$ cat config.mk
export PLATFORM = sky130hd
export DESIGN_NAME = rob_void_ring
export DESIGN_NICKNAME = d
export VERILOG_FILES = /design/src/rtl/rob_pkg.sv /design/src/rtl/rob_range_mask.sv /design/src/rtl/rob_ptr_ctrl.sv /design/src/rtl/rob_entry_array.sv /design/src/rtl/rob_void_ring.sv
export SDC_FILE = /design/constraint.sdc
export NUM_CORES = 1
export LEC_CHECK = 0
export ABC_CLOCK_PERIOD_IN_PS = 6800
export CORE_ASPECT_RATIO = 0.75
export CORE_UTILIZATION = 31
export CTS_BUF_LIST = sky130_fd_sc_hd__clkbuf_4 sky130_fd_sc_hd__clkbuf_8 sky130_fd_sc_hd__clkbuf_16
export CTS_CLUSTER_DIAMETER = 150
export CTS_CLUSTER_SIZE = 14
export DETAILED_ROUTE_END_ITERATION = 8
export HOLD_SLACK_MARGIN = 0.08
export PLACE_DENSITY = 0.45
export SLEW_MARGIN = 40
export SYNTH_ARGS = -nofsm -noshare
export SYNTH_HDL_FRONTEND = slang
export SYNTH_HIERARCHICAL = 1
export SYNTH_SLANG_ARGS = --single-unit
$ cat constraint.sdc
create_clock -name clk -period 6.8 [get_ports clk]
set_input_delay 1.02 -clock clk [delete_from_list [all_inputs] [get_ports clk]]
set_output_delay 1.02 -clock clk [all_outputs]
set_load 0.01 [all_outputs]
$ cat src/rtl/rob_pkg.sv
package rob_pkg;
    localparam int ROB_DEPTH = 32;
    localparam int ROB_TAG_W = 8;

    typedef struct packed {
        logic                 valid;
        logic                 done;
        logic                 voided;
        logic [ROB_TAG_W-1:0] tag;
    } rob_entry_t;
endpackage

$ cat src/rtl/rob_range_mask.sv
module rob_range_mask #(
    parameter int DEPTH = 32,
    localparam int AW = $clog2(DEPTH)
) (
    input  logic             en,
    input  logic [AW-1:0]    first,
    input  logic [AW-1:0]    last,
    output logic [DEPTH-1:0] mask
);
    logic wrap;
    assign wrap = first > last;

    for (genvar i = 0; i < DEPTH; i++) begin : g_slot
        logic ge_first, le_last;
        assign ge_first = AW'(i) >= first;
        assign le_last  = AW'(i) <= last;
        assign mask[i]  = en && (wrap ? (ge_first || le_last) : (ge_first && le_last));
    end

    // Single-slot span selects exactly one slot
    always_comb begin
        if (en && first == last)
            assert_single_slot_R5: assert ($countones(mask) == 1);
    end
endmodule

$ cat src/rtl/rob_ptr_ctrl.sv
module rob_ptr_ctrl #(
    parameter int DEPTH = 32,
    localparam int AW = $clog2(DEPTH)
) (
    input  logic          clk,
    input  logic          rst_n,
    input  logic          flush,
    input  logic          adv_tail,
    input  logic          adv_head,
    output logic [AW-1:0] head_idx,
    output logic [AW-1:0] tail_idx,
    output logic [AW:0]   count,
    output logic          full
);
    typedef struct packed {
        logic [AW:0] head;
        logic [AW:0] tail;
    } ptr_t;

    ptr_t s_q, s_d;

    always_comb begin
        s_d = s_q;
        if (flush) begin
            s_d.head = '0;
            s_d.tail = '0;
        end else begin
            if (adv_tail) s_d.tail = s_q.tail + 1'b1;
            if (adv_head) s_d.head = s_q.head + 1'b1;
        end
    end

    always_ff @(posedge clk) begin
        if (!rst_n) s_q <= '0;
        else        s_q <= s_d;
    end

    assign head_idx = s_q.head[AW-1:0];
    assign tail_idx = s_q.tail[AW-1:0];
    assign count    = s_q.tail - s_q.head;
    assign full     = count == (AW+1)'(DEPTH);

    assert_no_overflow_R3: assert property (@(posedge clk) disable iff (!rst_n)
        count <= (AW+1)'(DEPTH));

    assert_step_limit_R9: assert property (@(posedge clk) disable iff (!rst_n)
        !flush |=> (count == $past(count) || count == $past(count) + 1'b1
                    || count + 1'b1 == $past(count)));
endmodule

$ cat src/rtl/rob_entry_array.sv
module rob_entry_array
    import rob_pkg::*;
#(
    parameter int DEPTH = 32,
    localparam int AW = $clog2(DEPTH)
) (
    input  logic                 clk,
    input  logic                 rst_n,
    input  logic                 flush,
    input  logic                 wr_en,
    input  logic [AW-1:0]        wr_idx,
    input  logic [ROB_TAG_W-1:0] wr_tag,
    input  logic                 cmpl_en,
    input  logic [AW-1:0]        cmpl_idx,
    input  logic [DEPTH-1:0]     void_mask,
    input  logic                 clr_en,
    input  logic [AW-1:0]        clr_idx,
    input  logic [AW-1:0]        head_idx,
    output rob_entry_t           head_entry
);
    rob_entry_t [DEPTH-1:0] ent_q, ent_d;

    always_comb begin
        ent_d = ent_q;
        for (int i = 0; i < DEPTH; i++) begin
            if (void_mask[i] && ent_q[i].valid) ent_d[i].voided = 1'b1;
        end
        if (cmpl_en && ent_q[cmpl_idx].valid) ent_d[cmpl_idx].done = 1'b1;
        if (clr_en) ent_d[clr_idx].valid = 1'b0;
        if (wr_en) begin
            ent_d[wr_idx].valid  = 1'b1;
            ent_d[wr_idx].done   = 1'b0;
            ent_d[wr_idx].voided = 1'b0;
            ent_d[wr_idx].tag    = wr_tag;
        end
        if (flush) begin
            for (int i = 0; i < DEPTH; i++) ent_d[i].valid = 1'b0;
        end
    end

    always_ff @(posedge clk) begin
        if (!rst_n) ent_q <= '0;
        else        ent_q <= ent_d;
    end

    assign head_entry = ent_q[head_idx];

    // A slot is never written while still occupied
    assert_write_free_slot_R3: assert property (@(posedge clk) disable iff (!rst_n)
        wr_en |-> !ent_q[wr_idx].valid);
endmodule

$ cat src/rtl/rob_void_ring.sv
module rob_void_ring
    import rob_pkg::*;
#(
    parameter int DEPTH = ROB_DEPTH,
    localparam int AW = $clog2(DEPTH)
) (
    input  logic                 clk,
    input  logic                 rst_n,
    input  logic                 alloc_valid,
    input  logic [ROB_TAG_W-1:0] alloc_tag,
    output logic                 alloc_ready,
    output logic [AW-1:0]        alloc_idx,
    input  logic                 cmpl_valid,
    input  logic [AW-1:0]        cmpl_idx,
    input  logic                 void_valid,
    input  logic [AW-1:0]        void_first,
    input  logic [AW-1:0]        void_last,
    input  logic                 flush,
    output logic                 ret_valid,
    output logic                 ret_commit,
    output logic [AW-1:0]        ret_idx,
    output logic [ROB_TAG_W-1:0] ret_tag,
    output logic [AW:0]          occupancy
);
    logic             full, alloc_fire;
    logic [AW-1:0]    head_idx, tail_idx;
    logic [DEPTH-1:0] span;
    rob_entry_t       head_entry;

    assign alloc_fire = alloc_valid && !full && !flush;

    rob_ptr_ctrl #(.DEPTH(DEPTH)) u_ptr (
        .clk(clk), .rst_n(rst_n), .flush(flush),
        .adv_tail(alloc_fire), .adv_head(ret_valid),
        .head_idx(head_idx), .tail_idx(tail_idx),
        .count(occupancy), .full(full)
    );

    rob_range_mask #(.DEPTH(DEPTH)) u_span (
        .en(void_valid && !flush), .first(void_first), .last(void_last), .mask(span)
    );

    rob_entry_array #(.DEPTH(DEPTH)) u_ents (
        .clk(clk), .rst_n(rst_n), .flush(flush),
        .wr_en(alloc_fire), .wr_idx(tail_idx), .wr_tag(alloc_tag),
        .cmpl_en(cmpl_valid && !flush), .cmpl_idx(cmpl_idx),
        .void_mask(span),
        .clr_en(ret_valid), .clr_idx(head_idx),
        .head_idx(head_idx), .head_entry(head_entry)
    );

    assign alloc_ready = !full;
    assign alloc_idx   = tail_idx;
    assign ret_valid   = !flush && head_entry.valid && (head_entry.voided || head_entry.done);
    assign ret_commit  = !head_entry.voided;
    assign ret_idx     = head_idx;
    assign ret_tag     = head_entry.tag;

    assert_commit_needs_done_R4: assert property (@(posedge clk) disable iff (!rst_n)
        (ret_valid && ret_commit) |-> head_entry.done);

    assert_flush_empties_R8: assert property (@(posedge clk) disable iff (!rst_n)
        flush |=> (occupancy == '0 && !ret_valid && alloc_idx == '0));

    assert_alloc_in_order_R2: assert property (@(posedge clk) disable iff (!rst_n)
        (alloc_fire && !flush) |=> alloc_idx == $past(alloc_idx) + 1'b1);
endmodule

# Word-level counts from Yosys, hierarchy flattened
# Index checks and enable logic that the tools add are counted.
dict set report totals {
  reg_bits 364
  output_inout_bits 27
}
dict set report classes {
  n_addsub 3
  magnitude_cmp 71
  n_eq_ne 1
  mux 89
  n_bitwise 1
  n_reduce_logical 143
}
# operator count
set ops {}
lappend ops {{352-bit bitwise mux} 6}
lappend ops {{352-bit two-way mux} 3}
lappend ops {{11-bit demux with 5-bit select} 6}
lappend ops {{11-bit binary-select mux with 5-bit select} 2}
lappend ops {{1-bit logical AND} 106}
lappend ops {{5-bit >= comparator, first input constant} 16}
lappend ops {{5-bit less-or-equal comparator, first input constant} 16}
lappend ops {{1-bit two-way mux} 64}
lappend ops {{11-bit two-way mux} 4}
lappend ops {{4-bit by 5-bit >= comparator with 1-bit output, first input constant} 8}
lappend ops {{4-bit by 5-bit less-or-equal comparator with 1-bit output, first input constant} 8}
lappend ops {{1-bit logical OR} 33}
lappend ops {{3-bit by 5-bit >= comparator with 1-bit output, first input constant} 4}
lappend ops {{3-bit by 5-bit less-or-equal comparator with 1-bit output, first input constant} 4}
lappend ops {{10-bit two-way mux} 2}
lappend ops {{5-bit by 6-bit < comparator with 1-bit output, second input constant} 3}
lappend ops {{5-bit by 1-bit >= comparator with 1-bit output, second input constant} 3}
lappend ops {{6-bit by 1-bit adder with 6-bit output, second input constant} 2}
lappend ops {{1-bit by 5-bit >= comparator with 1-bit output, first input constant} 2}
lappend ops {{2-bit by 5-bit >= comparator with 1-bit output, first input constant} 2}
lappend ops {{1-bit by 5-bit less-or-equal comparator with 1-bit output, first input constant} 2}
lappend ops {{2-bit by 5-bit less-or-equal comparator with 1-bit output, first input constant} 2}
lappend ops {{9-bit two-way mux} 1}
lappend ops {{8-bit two-way mux} 1}
lappend ops {{other kinds (6)} 8}

# Logic depth before layout (Yosys ltp)
dict set report depth {
  word_depth 15
  depth_mapped 14
  depth_no_buf 13
}

# Cells and area by module
# The synthesis kept the hierarchy.
# module n_inst cells_per_inst area_each_um2
set by_module_without_submodules {}
lappend by_module_without_submodules {rob_entry_array 1 1767 16184.3}
lappend by_module_without_submodules {rob_range_mask 1 251 1519.0}
lappend by_module_without_submodules {rob_ptr_ctrl 1 100 820.8}
lappend by_module_without_submodules {rob_void_ring 1 7 48.8}

# Worst setup path after synthesis
# No wires, ideal clock.
dict set report synth_path {
  path_type {reg2out}
  start {register u_ptr.s_q (netlist bit u_ptr/head_idx[1])}
  end {output port ret_valid}
  arrival_ns 2.614
  path_slack_ns 3.166
  path_stages_with_launch 10
  cell_sequence {dfxtp_1 buf_4 buf_2 buf_4 buf_1 mux4_2 mux4_2 mux2_2 nor2_1 nor3b_2}
}
# element line_no
set synth_lines {}
lappend synth_lines {{start: declaration} rob_ptr_ctrl.sv:20} ;# ptr_t s_q, s_d;
lappend synth_lines {{start signal: assignment} rob_ptr_ctrl.sv:34} ;# if (!rst_n) s_q <= '0;
lappend synth_lines {{start signal: assignment} rob_ptr_ctrl.sv:35} ;# else s_q <= s_d;
lappend synth_lines {{end: declaration} rob_void_ring.sv:19} ;# output logic ret_valid,

==> flow_summary.json <==
{
  "portBuffers": 55,
  "layout-drive-gt1-share_pct": 11.7,
  "synth_top_cells_by_count": "nand2_1, dfxtp_1, a21boi_0",
  "antennaDiodeCount": 0,
  "syn_to_final_growth_pct": 10.2,
  "grt_overflow": 0,
  "postSynthCellCount": 2125,
  "ys_ff_latch": 364,
  "synth.top_cells.by_area": "dfxtp_1, mux4_2, a21boi_0",
  "tns_ps": 0,
  "maxCapViolations": 0,
  "critPathCapture": "ret_valid",
  "worstSetupPathType": "reg -> out",
  "rr_startpoint": "u_ptr/tail_idx[0]",
  "drt_first_pass_iters": 6,
  "place_congestion": 0.837,
  "rsz0062_at_grt": "no",
  "fin_skew_ps": 23.0,
  "hold_buffers": 0,
  "grt_pass1_wl_um": 101000,
  "fin_ws_ps": 1660,
  "endpoint_kind": "output port",
  "synth_area_um2": 18600,
  "dpl.hpwl_um": 43700,
  "post-route-min-period_ps": 5140,
  "clk_pin_slew_worst_paths_ps": 70,
  "fillCellCount": 6010,
  "worstPathRequired_ps": 5780,
  "tightest_slew_ps": 1010,
  "wl_per_cell_um": 23.1,
  "status": "finished clean",
  "fmax_mhz": 195,
  "placementRows": 77,
  "die_w_um": 285,
  "dpl_worst_slack_ps": 2020,
  "dieHeight_um": 214,
  "hold_path.class": "reg -> reg",
  "period_share_pct": 75.5,
  "grt_pass1_vias": 15300,
  "ant_nets": 0,
  "worstHoldStart": "u_ents/ent_q[227]",
  "r2r_setup_slack_ps": 2100,
  "crit_start": "u_ptr/head_idx[0]",
  "slew_violations": 0,
  "drc": 0,
  "leakage_uw": 0.00629,
  "wirelength_um": 66200,
  "r2r_end": "u_ents/ent_q[339]",
  "crit_path_start_kind": "flip-flop",
  "yosysMostFrequentCell": "nand2_1",
  "htreeDepth": 1,
  "setup_viol": 0,
  "max_slew_margin_pct": 31.8,
  "ys_warn_count": 6,
  "clock-sinks": 364,
  "drt_iter0_drc": 1610,
  "arrival_ps": 4120,
  "clock_latency_ps": 600,
  "synth_edf_count": 0,
  "core_um2": 59100,
  "grt_max_degree": 118,
  "cts_buffers": 29,
  "finalHoldViolCount": 0,
  "yosysTopAreaCell": "dfxtp_1",
  "via_per_inst": 5.55,
  "finalNetCount": 2116,
  "grtUsageTotal_pct": 21.4,
  "yosysSeqAreaShare_pct": 39.2,
  "ir_worst_vdd_uv": 181,
  "reg2regPathDepth": 13,
  "num_io_pins": 56,
  "initial_core_util_pct": 31.4,
  "syn_nets": 2167,
  "antenna_found_initial": 2,
  "via_count": 15900,
  "cts_tree": "yes",
  "power_density_nw_per_um2": 196,
  "synth_area_per_cell_um2": 8.74,
  "ys.flop_type": "dfxtp_1",
  "dieArea_um2": 60900,
  "crit_fanout": 29,
  "async_reset_ff_share_pct": 0,
  "synth_top_area_share_pct": 39.2,
  "clockRootBuffer": "clkbuf_16",
  "ctsResizeCount": 0,
  "post_cts.repair.setup_buffers": 0,
  "netlist-cell-type-count": 72,
  "cts_buffer_depth": 3
}
routing by layer:
metal	track usage, %	share of wire, %	up-vias
li1	-	-	7348
met5	0	0	-
met2	30.8	42	529
met1	34.3	51	7963
met3	2.29	5.6	56
met4	3.14	1.3	0
state kept, by name, summed over array words and instances, names as in the netlist:
signal,cells
u_ptr/tail_idx,5
u_ptr/s_q,2
u_ents/ent_q,352
u_ptr/head_idx,5
per-stage QoR:
stage | total power, µW | utilization, % | std cells | instance area (µm²) | hold slack, ps
5_1_grt | 4160 | 34.6 | 2865 | 20500 | 478
2_1_floorplan | 2380 | - | 2125 | 18600 | 431
3_3_place_gp | 2480 | 33.3 | 2832 | 19600 | 443
4_1_cts | 4050 | 34.6 | 2865 | 20400 | 455
6_report | 4020 | 34.6 | 2865 | 20500 | 457
3_5_place_dp | 2480 | 33.3 | 2833 | 19700 | 446
placed cells by master, fill, tap and decap left out, drive strengths merged, types with 24 or more instances in the layout:
cell type / count
nand2: 495
dfxtp: 364
a21boi: 258
nor2: 150
nand3: 143
a21oi: 142
mux4: 111
clkdlybuf4s50: 54
o21ai: 53
buf: 36
clkbuf: 31
nor3: 24
worst min path at each step:
| stage | end | slack (ps) | cells after the start |
|---|---|---|---|
| floorplan | u_ents/ent_q[107] | 430 | 2 |
| global placement | u_ents/ent_q[227] | 440 | 2 |
| detailed placement | u_ents/ent_q[227] | 450 | 2 |
| CTS | u_ents/ent_q[227] | 460 | 2 |
| global route | u_ents/ent_q[254] | 480 | 2 |
| finish | u_ents/ent_q[227] | 460 | 2 |
final cells by class:
cell class	instances	area, µm²	share of cell area (%)
well taps	790	988	4.83
flip-flops and latches	364	7300	35.7
multi-input cells	1566	10500	51.2
repair buffers	90	856	4.18
clock inverters	1	20.0	0.0978
clock buffers	31	741	3.62
inverters	23	87.6	0.428
worst max-delay path, cell delays in order, from the launching register on:
cell and delay (ps):
dfxtp_4 590, buf_4 610, mux4_2 630, mux4_2 520, mux2_2 280, nor2_1 140
nor3b_2 60, buf_4 180, clkdlybuf4s50_1 490
cells by family (layout without fill, tap and decap cells):
group	count (synthesis)	count (layout)	synth area share [%]
AOI/OAI and AO/OA	507	507	18.4
xor gates and xnor gates	13	13	0.653
adders and majority gates	13	13	0.916
buffers and inverters	195	145	4.76
DFF	364	364	39.2
muxes	138	138	15.0
and+or+nand+nor	895	895	21.0
where the power goes:
part,internal [µW],leakage [µW],switching (µW)
Sequential,2130,0.00293,3.17
Combinational,97.5,0.00298,205
Clock,768,0.000376,812
Total,3000,0.00629,1020
Power figures use the tool's default switching activity.
